--- src/rtl/rdlat_pkg.sv ---
package rdlat_pkg;

  localparam int NUM_WORDS = 48;
  localparam int DATA_W    = 32;

  // Fixed training word k, generated by a mixing hash of the index.
  function automatic logic [DATA_W-1:0] patWord(input int k);
    logic [DATA_W-1:0] x;
    x = DATA_W'(k + 1) * 32'h9E37_79B1;
    x = x ^ (x >> 16);
    x = x * 32'h85EB_CA6B;
    x = x ^ (x >> 13);
    return x;
  endfunction

  // Strobes from the controller to the datapath.
  typedef struct packed {
    logic loadCh;     // capture the selected channel's test address
    logic loadStart;  // load the sweep start value
    logic incLat;     // step the latency by one
    logic clrIdx;     // restart the word index
    logic incIdx;     // advance the word index
    logic selCommit;  // write port carries latency plus margin
    logic latWr;      // latency write strobe
    logic setFail;    // mark the channel as failed
  } dpCtl_t;

  typedef enum logic [3:0] {
    ST_IDLE, ST_CHK, ST_WRITE, ST_PROBE, ST_READ,
    ST_WAIT, ST_COMMIT, ST_NEXT, ST_DONE
  } trnState_t;

endpackage

--- src/rtl/rdlat_pattern_rom.sv ---
module rdlat_pattern_rom
  import rdlat_pkg::*;
#(
  parameter int IDX_W = $clog2(NUM_WORDS)
) (
  input  logic [IDX_W-1:0]  idx,
  output logic [DATA_W-1:0] word
);

  logic [DATA_W-1:0] tab [NUM_WORDS];

  for (genvar g = 0; g < NUM_WORDS; g++) begin : gen_tab
    assign tab[g] = patWord(g);
  end

  assign word = (int'(idx) < NUM_WORDS) ? tab[idx] : '0;

endmodule

--- src/rtl/rdlat_datapath.sv ---
module rdlat_datapath
  import rdlat_pkg::*;
#(
  parameter int ADDR_W  = 16,
  parameter int LAT_W   = 10,
  parameter int MAX_LAT = 40
) (
  input  logic              clk,
  input  logic              rstN,
  input  dpCtl_t            ctl,
  input  logic              chSel,
  input  logic              gangedMode,
  input  logic              latWrCh,
  input  logic [ADDR_W-1:0] testAddr0,
  input  logic [ADDR_W-1:0] testAddr1,
  input  logic [LAT_W-1:0]  startLat,
  input  logic [LAT_W-1:0]  marginLat,
  input  logic [DATA_W-1:0] memRspData,
  output logic [ADDR_W-1:0] memReqAddr,
  output logic [DATA_W-1:0] memReqWdata,
  output logic [LAT_W-1:0]  latWrVal,
  output logic              wordMatch,
  output logic              lastWord,
  output logic              latAtMax,
  output logic [LAT_W-1:0]  chLat0,
  output logic [LAT_W-1:0]  chLat1,
  output logic [1:0]        chFail
);

  localparam int IDX_W = $clog2(NUM_WORDS);
  localparam int SUM_W = LAT_W + 1;
  localparam logic [LAT_W-1:0] LAT_SAT = {LAT_W{1'b1}};

  logic [ADDR_W-1:0] baseAddr;
  logic [LAT_W-1:0]  curLat;
  logic [IDX_W-1:0]  wordIdx;
  logic [DATA_W-1:0] romWord;
  logic [SUM_W-1:0]  latSum;
  logic [LAT_W-1:0]  commitVal;

  rdlat_pattern_rom #(.IDX_W(IDX_W)) u_rom (
    .idx  (wordIdx),
    .word (romWord)
  );

  always_ff @(posedge clk) begin
    if (!rstN) begin
      baseAddr <= '0;
      curLat   <= '0;
      wordIdx  <= '0;
    end else begin
      if (ctl.loadCh)
        baseAddr <= chSel ? testAddr1 : testAddr0;
      if (ctl.loadStart)
        curLat <= startLat;
      else if (ctl.incLat)
        curLat <= curLat + 1'b1;
      if (ctl.clrIdx)
        wordIdx <= '0;
      else if (ctl.incIdx)
        wordIdx <= wordIdx + 1'b1;
    end
  end

  assign memReqAddr  = baseAddr + ADDR_W'({wordIdx, 2'b00});
  assign memReqWdata = romWord;
  assign wordMatch   = (memRspData == romWord);
  assign lastWord    = (wordIdx == IDX_W'(NUM_WORDS - 1));
  assign latAtMax    = ({1'b0, curLat} >= SUM_W'(MAX_LAT));

  assign latSum    = {1'b0, curLat} + {1'b0, marginLat};
  assign commitVal = latSum[LAT_W] ? LAT_SAT : latSum[LAT_W-1:0];
  assign latWrVal  = ctl.selCommit ? commitVal : curLat;

  // Stored per-channel results; ganged writes land in both.
  always_ff @(posedge clk) begin
    if (!rstN) begin
      chLat0 <= '0;
      chLat1 <= '0;
      chFail <= '0;
    end else if (ctl.latWr) begin
      if (gangedMode || !latWrCh) chLat0 <= latWrVal;
      if (gangedMode ||  latWrCh) chLat1 <= latWrVal;
      if (ctl.setFail) begin
        if (gangedMode || !latWrCh) chFail[0] <= 1'b1;
        if (gangedMode ||  latWrCh) chFail[1] <= 1'b1;
      end
    end
  end

  AST_IDX_RANGE: assert property (@(posedge clk) disable iff (!rstN)
    int'(wordIdx) < NUM_WORDS);

  AST_PROBE_BELOW_MAX: assert property (@(posedge clk) disable iff (!rstN)
    (ctl.latWr && !ctl.selCommit) |-> ({1'b0, latWrVal} < SUM_W'(MAX_LAT)));

  AST_COMMIT_NOT_BELOW: assert property (@(posedge clk) disable iff (!rstN)
    (ctl.latWr && ctl.selCommit) |-> (latWrVal >= curLat));

  AST_GANGED_SAME: assert property (@(posedge clk) disable iff (!rstN)
    (ctl.latWr && gangedMode) |=> (chLat0 == chLat1));

  AST_FAIL0_STICKY: assert property (@(posedge clk) disable iff (!rstN)
    !$fell(chFail[0]));

  AST_FAIL1_STICKY: assert property (@(posedge clk) disable iff (!rstN)
    !$fell(chFail[1]));

endmodule

--- src/rtl/rdlat_ctrl.sv ---
module rdlat_ctrl
  import rdlat_pkg::*;
(
  input  logic       clk,
  input  logic       rstN,
  input  logic       startReq,
  input  logic       gangedMode,
  input  logic [1:0] chValid,
  input  logic       memReqReady,
  input  logic       memRspValid,
  input  logic       wordMatch,
  input  logic       lastWord,
  input  logic       latAtMax,
  output dpCtl_t     ctl,
  output logic       chSel,
  output logic       memReqValid,
  output logic       memReqWrite,
  output logic       latWrCh,
  output logic       doneOut
);

  trnState_t state, nxt;
  logic      chCur;
  logic      noPass;
  logic      skipCh;

  assign skipCh  = !chValid[chCur] || (chCur && gangedMode);
  assign chSel   = chCur;
  assign latWrCh = gangedMode ? 1'b0 : chCur;

  always_ff @(posedge clk) begin
    if (!rstN) begin
      state  <= ST_IDLE;
      chCur  <= 1'b0;
      noPass <= 1'b0;
    end else begin
      state <= nxt;
      if (state == ST_IDLE && startReq) chCur <= 1'b0;
      if (state == ST_NEXT && !chCur)   chCur <= 1'b1;
      if (state == ST_CHK)              noPass <= 1'b0;
      if (state == ST_PROBE && latAtMax) noPass <= 1'b1;
    end
  end

  always_comb begin
    ctl         = '0;
    nxt         = state;
    memReqValid = 1'b0;
    memReqWrite = 1'b0;
    doneOut     = 1'b0;
    case (state)
      ST_IDLE:
        if (startReq) nxt = ST_CHK;
      ST_CHK:
        if (skipCh) begin
          nxt = ST_NEXT;
        end else begin
          ctl.loadCh    = 1'b1;
          ctl.loadStart = 1'b1;
          ctl.clrIdx    = 1'b1;
          nxt           = ST_WRITE;
        end
      ST_WRITE: begin
        memReqValid = 1'b1;
        memReqWrite = 1'b1;
        if (memReqReady) begin
          if (lastWord) nxt = ST_PROBE;
          else          ctl.incIdx = 1'b1;
        end
      end
      ST_PROBE: begin
        ctl.clrIdx = 1'b1;
        if (latAtMax) begin
          nxt = ST_COMMIT;
        end else begin
          ctl.latWr = 1'b1;
          nxt       = ST_READ;
        end
      end
      ST_READ: begin
        memReqValid = 1'b1;
        if (memReqReady) nxt = ST_WAIT;
      end
      ST_WAIT:
        if (memRspValid) begin
          if (!wordMatch) begin
            ctl.incLat = 1'b1;
            nxt        = ST_PROBE;
          end else if (lastWord) begin
            nxt = ST_COMMIT;
          end else begin
            ctl.incIdx = 1'b1;
            nxt        = ST_READ;
          end
        end
      ST_COMMIT: begin
        ctl.latWr     = 1'b1;
        ctl.selCommit = 1'b1;
        ctl.setFail   = noPass;
        nxt           = ST_NEXT;
      end
      ST_NEXT:
        nxt = chCur ? ST_DONE : ST_CHK;
      ST_DONE: begin
        doneOut = 1'b1;
        nxt     = ST_IDLE;
      end
      default: nxt = ST_IDLE;
    endcase
  end

  AST_DONE_PULSE: assert property (@(posedge clk) disable iff (!rstN)
    doneOut |=> !doneOut);

  AST_REQ_HOLD: assert property (@(posedge clk) disable iff (!rstN)
    (memReqValid && !memReqReady) |=> (memReqValid && $stable(memReqWrite)));

  AST_NO_CH1_GANGED: assert property (@(posedge clk) disable iff (!rstN)
    (gangedMode && memReqValid) |-> !chSel);

endmodule

--- src/rtl/rdlat_sweep_trainer.sv ---
module rdlat_sweep_trainer
  import rdlat_pkg::*;
#(
  parameter int ADDR_W  = 16,
  parameter int LAT_W   = 10,
  parameter int MAX_LAT = 40
) (
  input  logic              clk,
  input  logic              rstN,
  input  logic              startReq,
  input  logic              gangedMode,
  input  logic [1:0]        chValid,
  input  logic [ADDR_W-1:0] testAddr0,
  input  logic [ADDR_W-1:0] testAddr1,
  input  logic [LAT_W-1:0]  startLat,
  input  logic [LAT_W-1:0]  marginLat,
  output logic              doneOut,
  output logic              memReqValid,
  input  logic              memReqReady,
  output logic              memReqWrite,
  output logic [ADDR_W-1:0] memReqAddr,
  output logic [31:0]       memReqWdata,
  input  logic              memRspValid,
  input  logic [31:0]       memRspData,
  output logic              latWrEn,
  output logic              latWrCh,
  output logic [LAT_W-1:0]  latWrVal,
  output logic [LAT_W-1:0]  chLat0,
  output logic [LAT_W-1:0]  chLat1,
  output logic [1:0]        chFail
);

  dpCtl_t ctl;
  logic   chSel;
  logic   wordMatch;
  logic   lastWord;
  logic   latAtMax;

  rdlat_ctrl u_ctrl (
    .clk         (clk),
    .rstN        (rstN),
    .startReq    (startReq),
    .gangedMode  (gangedMode),
    .chValid     (chValid),
    .memReqReady (memReqReady),
    .memRspValid (memRspValid),
    .wordMatch   (wordMatch),
    .lastWord    (lastWord),
    .latAtMax    (latAtMax),
    .ctl         (ctl),
    .chSel       (chSel),
    .memReqValid (memReqValid),
    .memReqWrite (memReqWrite),
    .latWrCh     (latWrCh),
    .doneOut     (doneOut)
  );

  rdlat_datapath #(
    .ADDR_W  (ADDR_W),
    .LAT_W   (LAT_W),
    .MAX_LAT (MAX_LAT)
  ) u_dp (
    .clk         (clk),
    .rstN        (rstN),
    .ctl         (ctl),
    .chSel       (chSel),
    .gangedMode  (gangedMode),
    .latWrCh     (latWrCh),
    .testAddr0   (testAddr0),
    .testAddr1   (testAddr1),
    .startLat    (startLat),
    .marginLat   (marginLat),
    .memRspData  (memRspData),
    .memReqAddr  (memReqAddr),
    .memReqWdata (memReqWdata),
    .latWrVal    (latWrVal),
    .wordMatch   (wordMatch),
    .lastWord    (lastWord),
    .latAtMax    (latAtMax),
    .chLat0      (chLat0),
    .chLat1      (chLat1),
    .chFail      (chFail)
  );

  assign latWrEn = ctl.latWr;

  AST_ADDR_HOLD: assert property (@(posedge clk) disable iff (!rstN)
    (memReqValid && !memReqReady) |=> $stable(memReqAddr));

  AST_NO_ACCESS_INVALID: assert property (@(posedge clk) disable iff (!rstN)
    (memReqValid && !gangedMode) |-> chValid[chSel]);

endmodule

--- config.mk ---
export PLATFORM = sky130hd
export DESIGN_NAME = rdlat_sweep_trainer
export DESIGN_NICKNAME = d
export VERILOG_FILES = /design/src/rtl/rdlat_pkg.sv /design/src/rtl/rdlat_pattern_rom.sv /design/src/rtl/rdlat_datapath.sv /design/src/rtl/rdlat_ctrl.sv /design/src/rtl/rdlat_sweep_trainer.sv
export SDC_FILE = /design/constraint.sdc
export NUM_CORES = 1
export LEC_CHECK = 0
export BUFFER_PORTS_ARGS = -buffer_cell sky130_fd_sc_hd__buf_4
export CORE_MARGIN = 8
export CORE_UTILIZATION = 60
export DETAILED_ROUTE_END_ITERATION = 10
export PLACE_DENSITY = 0.86
export SLEW_MARGIN = 15
export SYNTH_ARGS = -nofsm -noshare
export SYNTH_HDL_FRONTEND = slang
export SYNTH_SLANG_ARGS = --single-unit
--- constraint.sdc ---
create_clock -name clk -period 12.9 [get_ports clk]
set_clock_uncertainty 0.15 [all_clocks]
set_input_delay 1.29 -clock clk [delete_from_list [all_inputs] [get_ports clk]]
set_output_delay 1.29 -clock clk [all_outputs]
set_load 0.01 [all_outputs]
==> load_flow_metrics.sql, run 1 <==
INSERT INTO impl_metrics (metric_group, metric, value, unit) VALUES
('yosys', 'post-synth-top-area-fraction', '0.169', ''),
('setup_path', 'crit_type', 'input port to primary output', ''),
('drt', 'final_antenna_net_count', '0', ''),
('setup_path', 'crit_path_end_kind', 'primary output', ''),
('yosys', 'cell_accounting_for_the_most_synthesized_area', 'dfxtp_1', ''),
('sta', 'worst_pin_slew', '1.12', 'ns'),
('cts', 'cts_tree', 'built', ''),
('floorplanning', 'core-area', '11500', 'sq um'),
('sta', 'report.final.setup_viol', '0', ''),
('sta', 'post-route-worst-setup-slack', '7.25', 'ns'),
('setup_path', 'crit_required', '11.46', 'ns'),
('cts', 'cts_made_buffers', '9', ''),
('setup_path', 'cp.arrival', '4.21', 'ns'),
('yosys', 'yosys_warnings', '0', ''),
('setup_path', 'cp.buffers_inverters', '4', ''),
('sta', 'max_freq', '177', 'MHz'),
('power', 'power.share.clock', '0.253', ''),
('status', 'outcome', 'finished, final reports clean', ''),
('floorplanning', 'die_width', '125', 'um'),
('cts', 'postCtsHoldBufs', '0', ''),
('floorplanning', 'design.die.area', '15600', 'sq um'),
('power', 'intPower', '656', 'uW'),
('drt', 'first_iter_violations', '1345', ''),
('power', 'power.share.combinational', '0.502', ''),
('setup_path', 'critPathMostFrequentCell', 'o21ai_0', ''),
('final_layout', 'area_growth', '21.0', '%'),
('yosys', 'synth_flop_cell', 'dfxtp_1', ''),
('drt', 'drt-pass1-iter-count', '9', ''),
('yosys', 'yosysMostFrequentCell', 'nand2_1', ''),
('global_routing', 'grt_start_max_net_pins', '67', ''),
('global_routing', 'vias_in_the_first_global_route', '8497', ''),
('place', 'place_inst', '1217', ''),
('sta', 'final.hold.worst_slack', '0.333', 'ns'),
('setup_path', 'crit_path_slowest_cell', 'o211ai_1', ''),
('final_layout', 'ant_cells', '0', ''),
('cts', 'cts_buffer_depth', '2', ''),
('yosys', 'synth.avg_cell_area', '7.34', 'sq um'),
('yosys', 'post_synth_most_frequent_cells', 'nand2_1 (90), nor2_1 (74), dfxtp_1 (60)', ''),
('yosys', 'netlist_area', '7120', 'sq um'),
('yosys', 'synth_fp_nets', '1101', ''),
('setup_path', 'worst_path_dominant_cell_family', 'compound AO/OA/AOI/OAI gates', ''),
('global_routing', 'overflow', '0', ''),
('power', 'vdd_ir_drop_max', '0.136', 'mV'),
('cts', 'cts.sink_count', '60', ''),
('final_layout', 'final_nets', '1216', ''),
('power', 'power_density', '131', 'nW/um^2'),
('cts', 'ctsHtreeMaxLevel', '3', ''),
('cts', 'clkSlewWorstSetupHoldPaths', '0.05', 'ns'),
('yosys', 'postSynthCellCount', '970', ''),
('yosys', 'yosys_register_bits', '60', ''),
('cts', 'clk_latency', '0.34', 'ns'),
('floorplanning', 'initial_utilization', '0.619', ''),
('drt', 'post_route_wl', '30300', 'um'),
('place', 'dp.final_hpwl', '20300', 'um'),
('final_layout', 'nFillCells', '812', ''),
('final_layout', 'layout-drive-gt1-share', '0.231', ''),
('place', 'numPortBuffers', '176', ''),
('final_layout', 'multiInputGateArea', '5330', 'sq um'),
('final_layout', 'final_design_area_no_fill', '8620', 'sq um'),
('yosys', 'synth_edf_count', '0', ''),
('sta', 'period_needed', '5.65', 'ns'),
('sta', 'worst_slew_margin_rel', '0.255', ''),
('drt', 'route.detailed.drc', '0', ''),
('setup_path', 'critPathMaxStageDelay', '0.41', 'ns'),
('hold_path', 'min-delay-path-class', 'flop to flop', ''),
('flow_run', 'number_of_maximum_capacitance_violations', '0', ''),
('cts', 'buffer_cell_driving_the_clock_tree_root', 'clkbuf_16', ''),
('sta', 'setup_tns', '0', 'ns'),
('yosys', 'yosys-top-cells-area', 'dfxtp_1 (17%), ha_1 (6.5%), nand2_1 (4.7%)', ''),
('floorplanning', 'rows', '39', ''),
('global_routing', 'antenna_found_initial', '0', '');
## per-stage QoR
step           power, uW  utilization
6_report            1130        0.749
5_1_grt             1170        0.749
4_1_cts             1100        0.749
3_5_place_dp         802        0.718
3_3_place_gp         794        0.718
2_1_floorplan        614            -
## state kept, by name (all words and copies together), names as in the netlist
register,count
u_ctrl.chSel,1
u_dp.chFail,2
u_dp.curLat,10
u_dp.chLat0,10
u_dp.baseAddr,16
u_ctrl.state,4
u_dp.wordIdx,6
u_ctrl.noPass,1
u_dp.chLat1,10
## metal layers
layer / wire length, um / share of wire / global-route usage
met5: 0 / 0 / 0
met1: 10700 / 0.35 / 0.419
met4: 2150 / 0.071 / 0.240
met3: 3700 / 0.12 / 0.0829
met2: 13800 / 0.45 / 0.602
## worst min-delay path, cell delays in order (launching register included)
cell and delay, ns:
dfxtp_1 0.31, nand2_1 0.05, o22ai_1 0.07
## final timing paths
kind,to,slack [ns],start,depth (start not counted)
min,u_dp.chLat0[7],0.33,u_dp.chLat0[7],2
max,latWrVal[7],7.25,marginLat[0],15
min reg2reg,u_dp.chLat0[7],0.33,u_dp.chLat0[7],2
max reg2reg,u_dp.curLat[6],7.75,u_dp.wordIdx[3],11
## power by group through the flow
stage,Clock [uW],Sequential (uW),Combinational [uW]
finish,286,276,567
detailed placement,0,270,532
global placement,0,270,524
global route,291,278,604
floorplan,0,246,368
CTS,282,271,550
## kinds of logic after synthesis
logic type | after synthesis | synth area share
buf+inv | 127 | 0.0847
xor+xnor | 31 | 0.0381
fa+ha+maj | 39 | 0.0706
mux | 40 | 0.0629
compound gates | 314 | 0.314
simple gates | 359 | 0.261
flops | 60 | 0.169
## cells in the final DEF, fill, tap and decap left out, types with 7 or more instances in the layout
cell	instances
or3_1	9
a311oi_1	8
nand2_1	90
inv_1	42
mux2i_1	32
xor2_1	12
ha_1	37
nor2b_1	18
o211ai_1	16
buf_4	185
nand3_1	30
xnor2_1	19
a32oi_1	9
and2_1	10
o21a_1	7
a21oi_1	51
o221ai_1	7
nor2_1	74
a31oi_1	12
a211o_1	8
nand2b_1	30
o31ai_1	8
a211oi_1	27
clkbuf_16	9
or2_2	15
or4_1	8
dfxtp_1	58
and3_1	12
o22ai_1	28
o21ai_0	50
nor3_1	23
## layout make-up
type                       count  area share
inverter                      46      0.0200
clock buffer                  12      0.0297
multi-input combinational    783       0.618
timing repair buffer         185       0.161
sequential                    60       0.140
clock inverter                 4      0.0110
tap                          143      0.0208
Note: power is estimated with default switching activity, not from simulation.
==> run 2: changes to the inputs <==
--- a/config.mk
+++ b/config.mk
@@ -7,9 +7,9 @@
 export LEC_CHECK = 0
 export BUFFER_PORTS_ARGS = -buffer_cell sky130_fd_sc_hd__buf_4
 export CORE_MARGIN = 8
-export CORE_UTILIZATION = 60
+export CORE_UTILIZATION = 56
 export DETAILED_ROUTE_END_ITERATION = 10
-export PLACE_DENSITY = 0.86
+export PLACE_DENSITY = 0.81
 export SLEW_MARGIN = 15
 export SYNTH_ARGS = -nofsm -noshare
 export SYNTH_HDL_FRONTEND = slang
==> constraint.sdc (replaced) <==
create_clock -name clk -period 5.61 [get_ports clk]
set_clock_uncertainty 0.15 [all_clocks]
set_input_delay 0.561 -clock clk [delete_from_list [all_inputs] [get_ports clk]]
set_output_delay 0.561 -clock clk [all_outputs]
set_load 0.01 [all_outputs]
==> load_flow_metrics.sql, run 2 (same netlist as run 1, synthesis figures left out) <==
INSERT INTO impl_metrics (metric_group, metric, value, unit) VALUES
('power', 'p_leak', '0.00369', 'uW'),
('setup_path', 'crit_path_slowest_cell', 'dfxtp_2', ''),
('flow_run', 'number_of_maximum_capacitance_violations', '0', ''),
('setup_path', 'crit_path_end_kind', 'flop', ''),
('final_layout', 'layout.cells.most_common', 'buf_4', ''),
('hold_path', 'worst_hold_startpoint', 'startLat[0]', ''),
('hold_path', 'worst_hold_endpoint', 'u_dp.curLat[0]', ''),
('sta', 'final.hold.worst_slack', '0.314', 'ns'),
('global_routing', 'all_layer_global_routing_usage', '0.346', ''),
('cts', 'cts_buffer_depth', '2', ''),
('drt', 'final_antenna_net_count', '0', ''),
('setup_path', 'critPathLaunchType', 'flop', ''),
('global_routing', 'first_pass_grt_wire_length', '45400', 'um'),
('setup_path', 'critPathMaxStageDelay', '0.82', 'ns'),
('sta', 'ratio_of_final_minimum_period_to_clock_period', '0.842', ''),
('final_layout', 'ant_cells', '0', ''),
('cts', 'cts_made_buffers', '9', ''),
('cts', 'cts.repair.resized', '0', ''),
('place', 'globalplace.congestion', '1.08', ''),
('place', 'post_dp_cell_area', '8450', 'sq um'),
('drt', 'route.detailed.drc', '0', ''),
('final_layout', 'top_register', 'u_dp.baseAddr', ''),
('global_routing', 'grt_start_max_net_pins', '65', ''),
('sta', 'rsz0062_at_grt', 'no', ''),
('final_layout', 'layout-drive-gt1-share', '0.244', ''),
('setup_path', 'crit_type', 'flop to flop', ''),
('setup_path', 'cp.arrival', '4.75', 'ns'),
('setup_path', 'depth_of_the_most_critical_reg_to_reg_path', '12', ''),
('cts', 'cts.sink_count', '60', ''),
('cts', 'ctsHtreeMaxLevel', '3', ''),
('sta', 'setup_tns', '0', 'ns'),
('sta', 'final-max-slew-violation-count', '0', ''),
('setup_path', 'worst_path_dominant_cell_family', 'simple AND/OR/NAND/NOR gates', ''),
('floorplanning', 'rows', '41', ''),
('drt', 'first_iter_violations', '1039', ''),
('sta', 'max_freq', '212', 'MHz'),
('cts', 'postCtsSetupRepairBufs', '0', ''),
('floorplanning', 'die_width', '129', 'um'),
('final_layout', 'finish.utilization', '0.702', ''),
('power', 'vdd_ir_drop_max', '0.331', 'mV'),
('cts', 'clk_latency', '0.33', 'ns'),
('sta', 'report.final.setup_viol', '0', ''),
('place', 'numPortBuffers', '176', ''),
('setup_path', 'timing.critical_path.cells', 'inv_2 > ha_1 > and2b_1 > a311o_1 > o211ai_1 > a2bb2oi_1 > nand3b_1 > or4_1 > or4_4 > nor2_4 > nand2b_1 > a311oi_2', ''),
('floorplanning', 'design.die.area', '16600', 'sq um'),
('setup_path', 'cp.buffers_inverters', '1', ''),
('floorplanning', 'core-area', '12500', 'sq um'),
('final_layout', 'area_growth', '23.4', '%'),
('status', 'outcome', 'finished, final reports clean', ''),
('floorplanning', 'die_h', '129', 'um'),
('drt', 'number_of_vias_per_cell', '6.80', ''),
('drt', 'drt-pass1-iter-count', '8', ''),
('global_routing', 'vias_in_the_first_global_route', '8325', ''),
('floorplanning', 'initial_utilization', '0.569', ''),
('final_layout', 'max_ffs_per_register', '16', ''),
('place', 'dp.final_hpwl', '22100', 'um'),
('power', 'p_total', '2550', 'uW'),
('final_layout', 'final_nets', '1234', ''),
('sta', 'worst_pin_slew', '1.07', 'ns'),
('sta', 'worst_slew_margin_rel', '0.285', ''),
('hold_path', 'hold_depth', '3', ''),
('cts', 'cts_tree', 'built', ''),
('drt', 'avgRoutedWirePerCell', '23.3', 'um'),
('setup_path', 'reg2reg_setup_slack', '0.89', 'ns'),
('cts', 'clkSlewWorstSetupHoldPaths', '0.05', 'ns'),
('drt', 'vias', '8698', ''),
('floorplanning', 'number_of_i_o_pins', '177', ''),
('cts', 'buffer_cell_driving_the_clock_tree_root', 'clkbuf_16', ''),
('global_routing', 'antenna_found_initial', '0', ''),
('final_layout', 'layout_common_cells', 'buf_4 (202), nand2_1 (90), nor2_1 (74), dfxtp_1 (58), a21oi_1 (51)', ''),
('setup_path', 'cp_max_fo', '38', ''),
('drt', 'post_route_wl', '29800', 'um'),
('setup_path', 'timing.rr.start', 'u_dp.wordIdx[2]', ''),
('power', 'power_density', '290', 'nW/um^2'),
('setup_path', 'worstReg2RegEnd', 'u_dp.curLat[1]', ''),
('sta', 'period_needed', '4.72', 'ns'),
('final_layout', 'final_design_area_no_fill', '8790', 'sq um'),
('hold_path', 'min-delay-path-class', 'input port to flop', ''),
('global_routing', 'overflow', '0', ''),
('cts', 'postCtsHoldBufs', '0', ''),
('sta', 'finalHoldViolCount', '0', ''),
('final_layout', 'nFillCells', '1026', ''),
('setup_path', 'crit_required', '5.64', 'ns');
==> run 2: cell count changes in the layout (fill, tap and decap cells not counted), sizes merged <==
| cell | before | now |
|---|---|---|
| buf | 185 | 203 |
| bufinv | 3 | 2 |
| clkinv | 3 | 4 |
==> run 2: per-stage QoR <==
step | instances | setup slack, ns
final | 1280 | 0.889
after global routing | 1280 | 0.655
after CTS | 1280 | 0.987
after detailed placement | 1264 | 1.01
after global placement | 1264 | 0.946
after floorplan | 970 | 1.31
==> run 2: power by group <==
group          internal, uW  leakage (uW)  switching (uW)
logic                   561       0.00303             744
clock network           423      0.000169             198
registers               498      0.000488             122
==> run 2: layout make-up <==
cell class,count,area [sq um],area share
multi-input cells,783,5330,0.606
clock inverters,4,70.1,0.00797
flip-flops and latches,60,1200,0.137
inverters,46,173,0.0196
well taps,172,215,0.0245
clock buffers,12,267,0.0303
repair buffers,203,1540,0.175
==> run 2: tightest hold or removal path, delay by kind of cell <==
kind | cells | cell delay, ns
buffers and inverters | 1 | 0.08
AND/OR/NAND/NOR | 2 | 0.12
==> run 2: per-layer routing <==
metal  global-route usage  vias to the layer above  part of all wire
met4                0.243                        0             0.072
met5                    0                        -                 0
met2                0.575                      605              0.47
met1                0.387                     4067              0.36
li1                     -                     3876                 -
met3               0.0757                      150              0.10
==> run 2: how the worst max path moves through the flow <==
stage | startpoint | to | slack (ns) | cells past startpoint
2_1_floorplan | u_dp.wordIdx[0] | u_dp.wordIdx[5] | 1.31 | 14
3_3_place_gp | u_dp.wordIdx[2] | u_dp.wordIdx[5] | 0.95 | 9
3_5_place_dp | u_dp.wordIdx[2] | u_dp.wordIdx[5] | 1.01 | 12
4_1_cts | u_dp.wordIdx[2] | u_dp.curLat[1] | 0.99 | 12
5_1_grt | u_dp.wordIdx[2] | u_dp.wordIdx[3] | 0.65 | 12
6_report | u_dp.wordIdx[2] | u_dp.curLat[1] | 0.89 | 12
==> run 3: changes to the inputs <==
==> constraint.sdc (replaced) <==
create_clock -name clk -period 4.5 [get_ports clk]
set_clock_uncertainty 0.15 [all_clocks]
set_input_delay 0.45 -clock clk [delete_from_list [all_inputs] [get_ports clk]]
set_output_delay 0.45 -clock clk [all_outputs]
set_load 0.01 [all_outputs]
==> load_flow_metrics.sql, run 3 (same netlist as run 1, synthesis figures left out) <==
INSERT INTO impl_metrics (metric_group, metric, value, unit) VALUES
('final_layout', 'top_register', 'u_dp.baseAddr', ''),
('setup_path', 'critPathMaxStageDelay', '0.62', 'ns'),
('place', 'place_inst', '1290', ''),
('sta', 'ratio_of_final_minimum_period_to_clock_period', '0.976', ''),
('cts', 'clkSlewWorstSetupHoldPaths', '0.05', 'ns'),
('setup_path', 'cp.buffers_inverters', '1', ''),
('global_routing', 'grt_start_max_net_pins', '77', ''),
('setup_path', 'timing.critical_path.cells', 'buf_4 > ha_1 > and2_1 > o31ai_1 > a211o_1 > a32oi_1 > o211ai_1 > or4_1 > or4_4 > nor3_4 > o211a_1 > mux2_2', ''),
('final_layout', 'area_growth', '26.8', '%'),
('setup_path', 'cp.arrival', '4.46', 'ns'),
('global_routing', 'vias_in_the_first_global_route', '8260', ''),
('setup_path', 'worstReg2RegEnd', 'u_dp.wordIdx[5]', ''),
('floorplanning', 'core-area', '12500', 'sq um'),
('place', 'dp.final_hpwl', '22300', 'um'),
('cts', 'buffer_cell_driving_the_clock_tree_root', 'clkbuf_16', ''),
('setup_path', 'worstSetupEndpoint', 'u_dp.wordIdx[5]', ''),
('power', 'p_leak', '0.00382', 'uW'),
('floorplanning', 'rows', '41', ''),
('drt', 'final_antenna_net_count', '0', ''),
('final_layout', 'layout_common_cells', 'buf_4 (223), nand2_1 (90), nor2_1 (74), dfxtp_1 (58), a21oi_1 (51)', ''),
('flow_run', 'number_of_maximum_capacitance_violations', '0', ''),
('floorplanning', 'design.die.area', '16600', 'sq um'),
('sta', 'max_freq', '228', 'MHz'),
('setup_path', 'cp_max_fo', '31', ''),
('cts', 'cts_tree', 'built', ''),
('final_layout', 'finish.utilization', '0.721', ''),
('sta', 'period_needed', '4.39', 'ns'),
('drt', 'drt-pass1-iter-count', '8', ''),
('cts', 'clk_latency', '0.33', 'ns'),
('setup_path', 'worst-path-stages', '12', ''),
('global_routing', 'first_pass_grt_wire_length', '45900', 'um'),
('cts', 'cts_made_buffers', '9', ''),
('final_layout', 'stdcell_count', '1306', ''),
('drt', 'number_of_vias_per_cell', '6.64', ''),
('place', 'globalplace.congestion', '1.07', ''),
('final_layout', 'layout.cells.most_common', 'buf_4', ''),
('cts', 'cts.sink_count', '60', ''),
('cts', 'postCtsSetupRepairBufs', '0', ''),
('sta', 'rsz0062_at_grt', 'no', ''),
('final_layout', 'layout-drive-gt1-share', '0.262', ''),
('drt', 'post_route_wl', '30300', 'um'),
('setup_path', 'critPathLaunchType', 'flop', ''),
('setup_path', 'crit_type', 'flop to flop', ''),
('setup_path', 'timing.rr.start', 'u_dp.wordIdx[1]', ''),
('setup_path', 'crit_path_start', 'u_dp.wordIdx[1]', ''),
('drt', 'vias', '8668', ''),
('floorplanning', 'die_width', '129', 'um'),
('power', 'vdd_ir_drop_max', '0.394', 'mV'),
('drt', 'route.detailed.drc', '0', ''),
('status', 'outcome', 'finished, final reports clean', ''),
('floorplanning', 'initial_utilization', '0.569', ''),
('sta', 'report.final.setup_viol', '0', ''),
('floorplanning', 'number_of_i_o_pins', '177', ''),
('sta', 'worst_pin_slew', '0.990', 'ns'),
('hold_path', 'hold_depth', '3', ''),
('setup_path', 'depth_of_the_most_critical_reg_to_reg_path', '12', ''),
('setup_path', 'crit_path_end_kind', 'flop', ''),
('sta', 'worst_slew_margin_rel', '0.333', ''),
('global_routing', 'overflow', '0', ''),
('hold_path', 'min-delay-path-class', 'input port to flop', ''),
('sta', 'final-max-slew-violation-count', '0', ''),
('drt', 'avgRoutedWirePerCell', '23.2', 'um'),
('final_layout', 'final_nets', '1260', ''),
('setup_path', 'crit_required', '4.57', 'ns'),
('floorplanning', 'die_h', '129', 'um'),
('global_routing', 'antenna_found_initial', '1', ''),
('place', 'numPortBuffers', '176', ''),
('global_routing', 'all_layer_global_routing_usage', '0.352', ''),
('setup_path', 'crit_path_slowest_cell', 'or4_4', ''),
('final_layout', 'nFillCells', '987', ''),
('cts', 'cts_buffer_depth', '2', ''),
('final_layout', 'max_ffs_per_register', '16', ''),
('sta', 'finalHoldViolCount', '0', ''),
('cts', 'ctsHtreeMaxLevel', '3', ''),
('final_layout', 'ant_cells', '0', ''),
('setup_path', 'reg2reg_setup_slack', '0.11', 'ns'),
('sta', 'setup_tns', '0', 'ns'),
('power', 'power_density', '350', 'nW/um^2'),
('drt', 'first_iter_violations', '1122', ''),
('setup_path', 'worst_path_dominant_cell_family', 'simple AND/OR/NAND/NOR gates', '');
-- run 3: final cells by class --
type | count | area (sq um) | area share
Sequential cell | 60 | 1200 | 0.133
Clock inverter | 7 | 91.3 | 0.0101
Inverter | 46 | 173 | 0.0191
Timing Repair Buffer | 229 | 1790 | 0.199
Multi-Input combinational cell | 783 | 5330 | 0.590
Clock buffer | 9 | 225 | 0.0249
Tap cell | 172 | 215 | 0.0238
-- run 3: how the worst min path moves through the flow --
stage / startpoint / endpoint / slack (ns)
5_1_grt: startLat[0] / u_dp.curLat[0] / 0.22
6_report: startLat[0] / u_dp.curLat[0] / 0.20
3_3_place_gp: u_dp.chFail[1] / u_dp.chFail[1] / 0.30
3_5_place_dp: u_dp.chFail[1] / u_dp.chFail[1] / 0.31
2_1_floorplan: u_ctrl.chSel / u_ctrl.state[3] / 0.32
4_1_cts: startLat[0] / u_dp.curLat[0] / 0.20
-- run 3: power breakdown --
group	internal (uW)	total (uW)	leakage, uW	switching [uW]
sequential	621	761	0.000488	139
clock	482	738	0.000155	256
combinational	722	1660	0.00318	936
total	1820	3160	0.00382	1330
-- run 3: metrics by stage --
stage	total power (uW)	area, sq um	hold WS (ns)	setup slack [ns]
after floorplan	1760	7120	0.322	0.205
after global placement	2330	8710	0.298	0.266
after detailed placement	2350	8710	0.310	0.164
after CTS	3110	9030	0.196	0.131
after global routing	3310	9030	0.221	0.00346
final	3160	9030	0.201	0.110
-- run 3: per-layer routing --
layer / vias up / part of all wire / GRT usage
li1: 3931 / - / -
met1: 3939 / 0.35 / 0.393
met2: 653 / 0.47 / 0.586
met3: 143 / 0.11 / 0.0827
met4: 2 / 0.072 / 0.241
met5: - / 0.00046 / 0
-- run 3: timing repair --
action                                  in CTS  in global routing
endpoints found under the setup margin       0                  1
hold buffers                                 0                  0
resized for setup                            0                  1
endpoints found under the hold margin        0                  0
-- run 3: worst min-delay path, cell delays in order --
cell and delay, ns:
buf_4 0.08, nand3_1 0.05, nand3_1 0.07
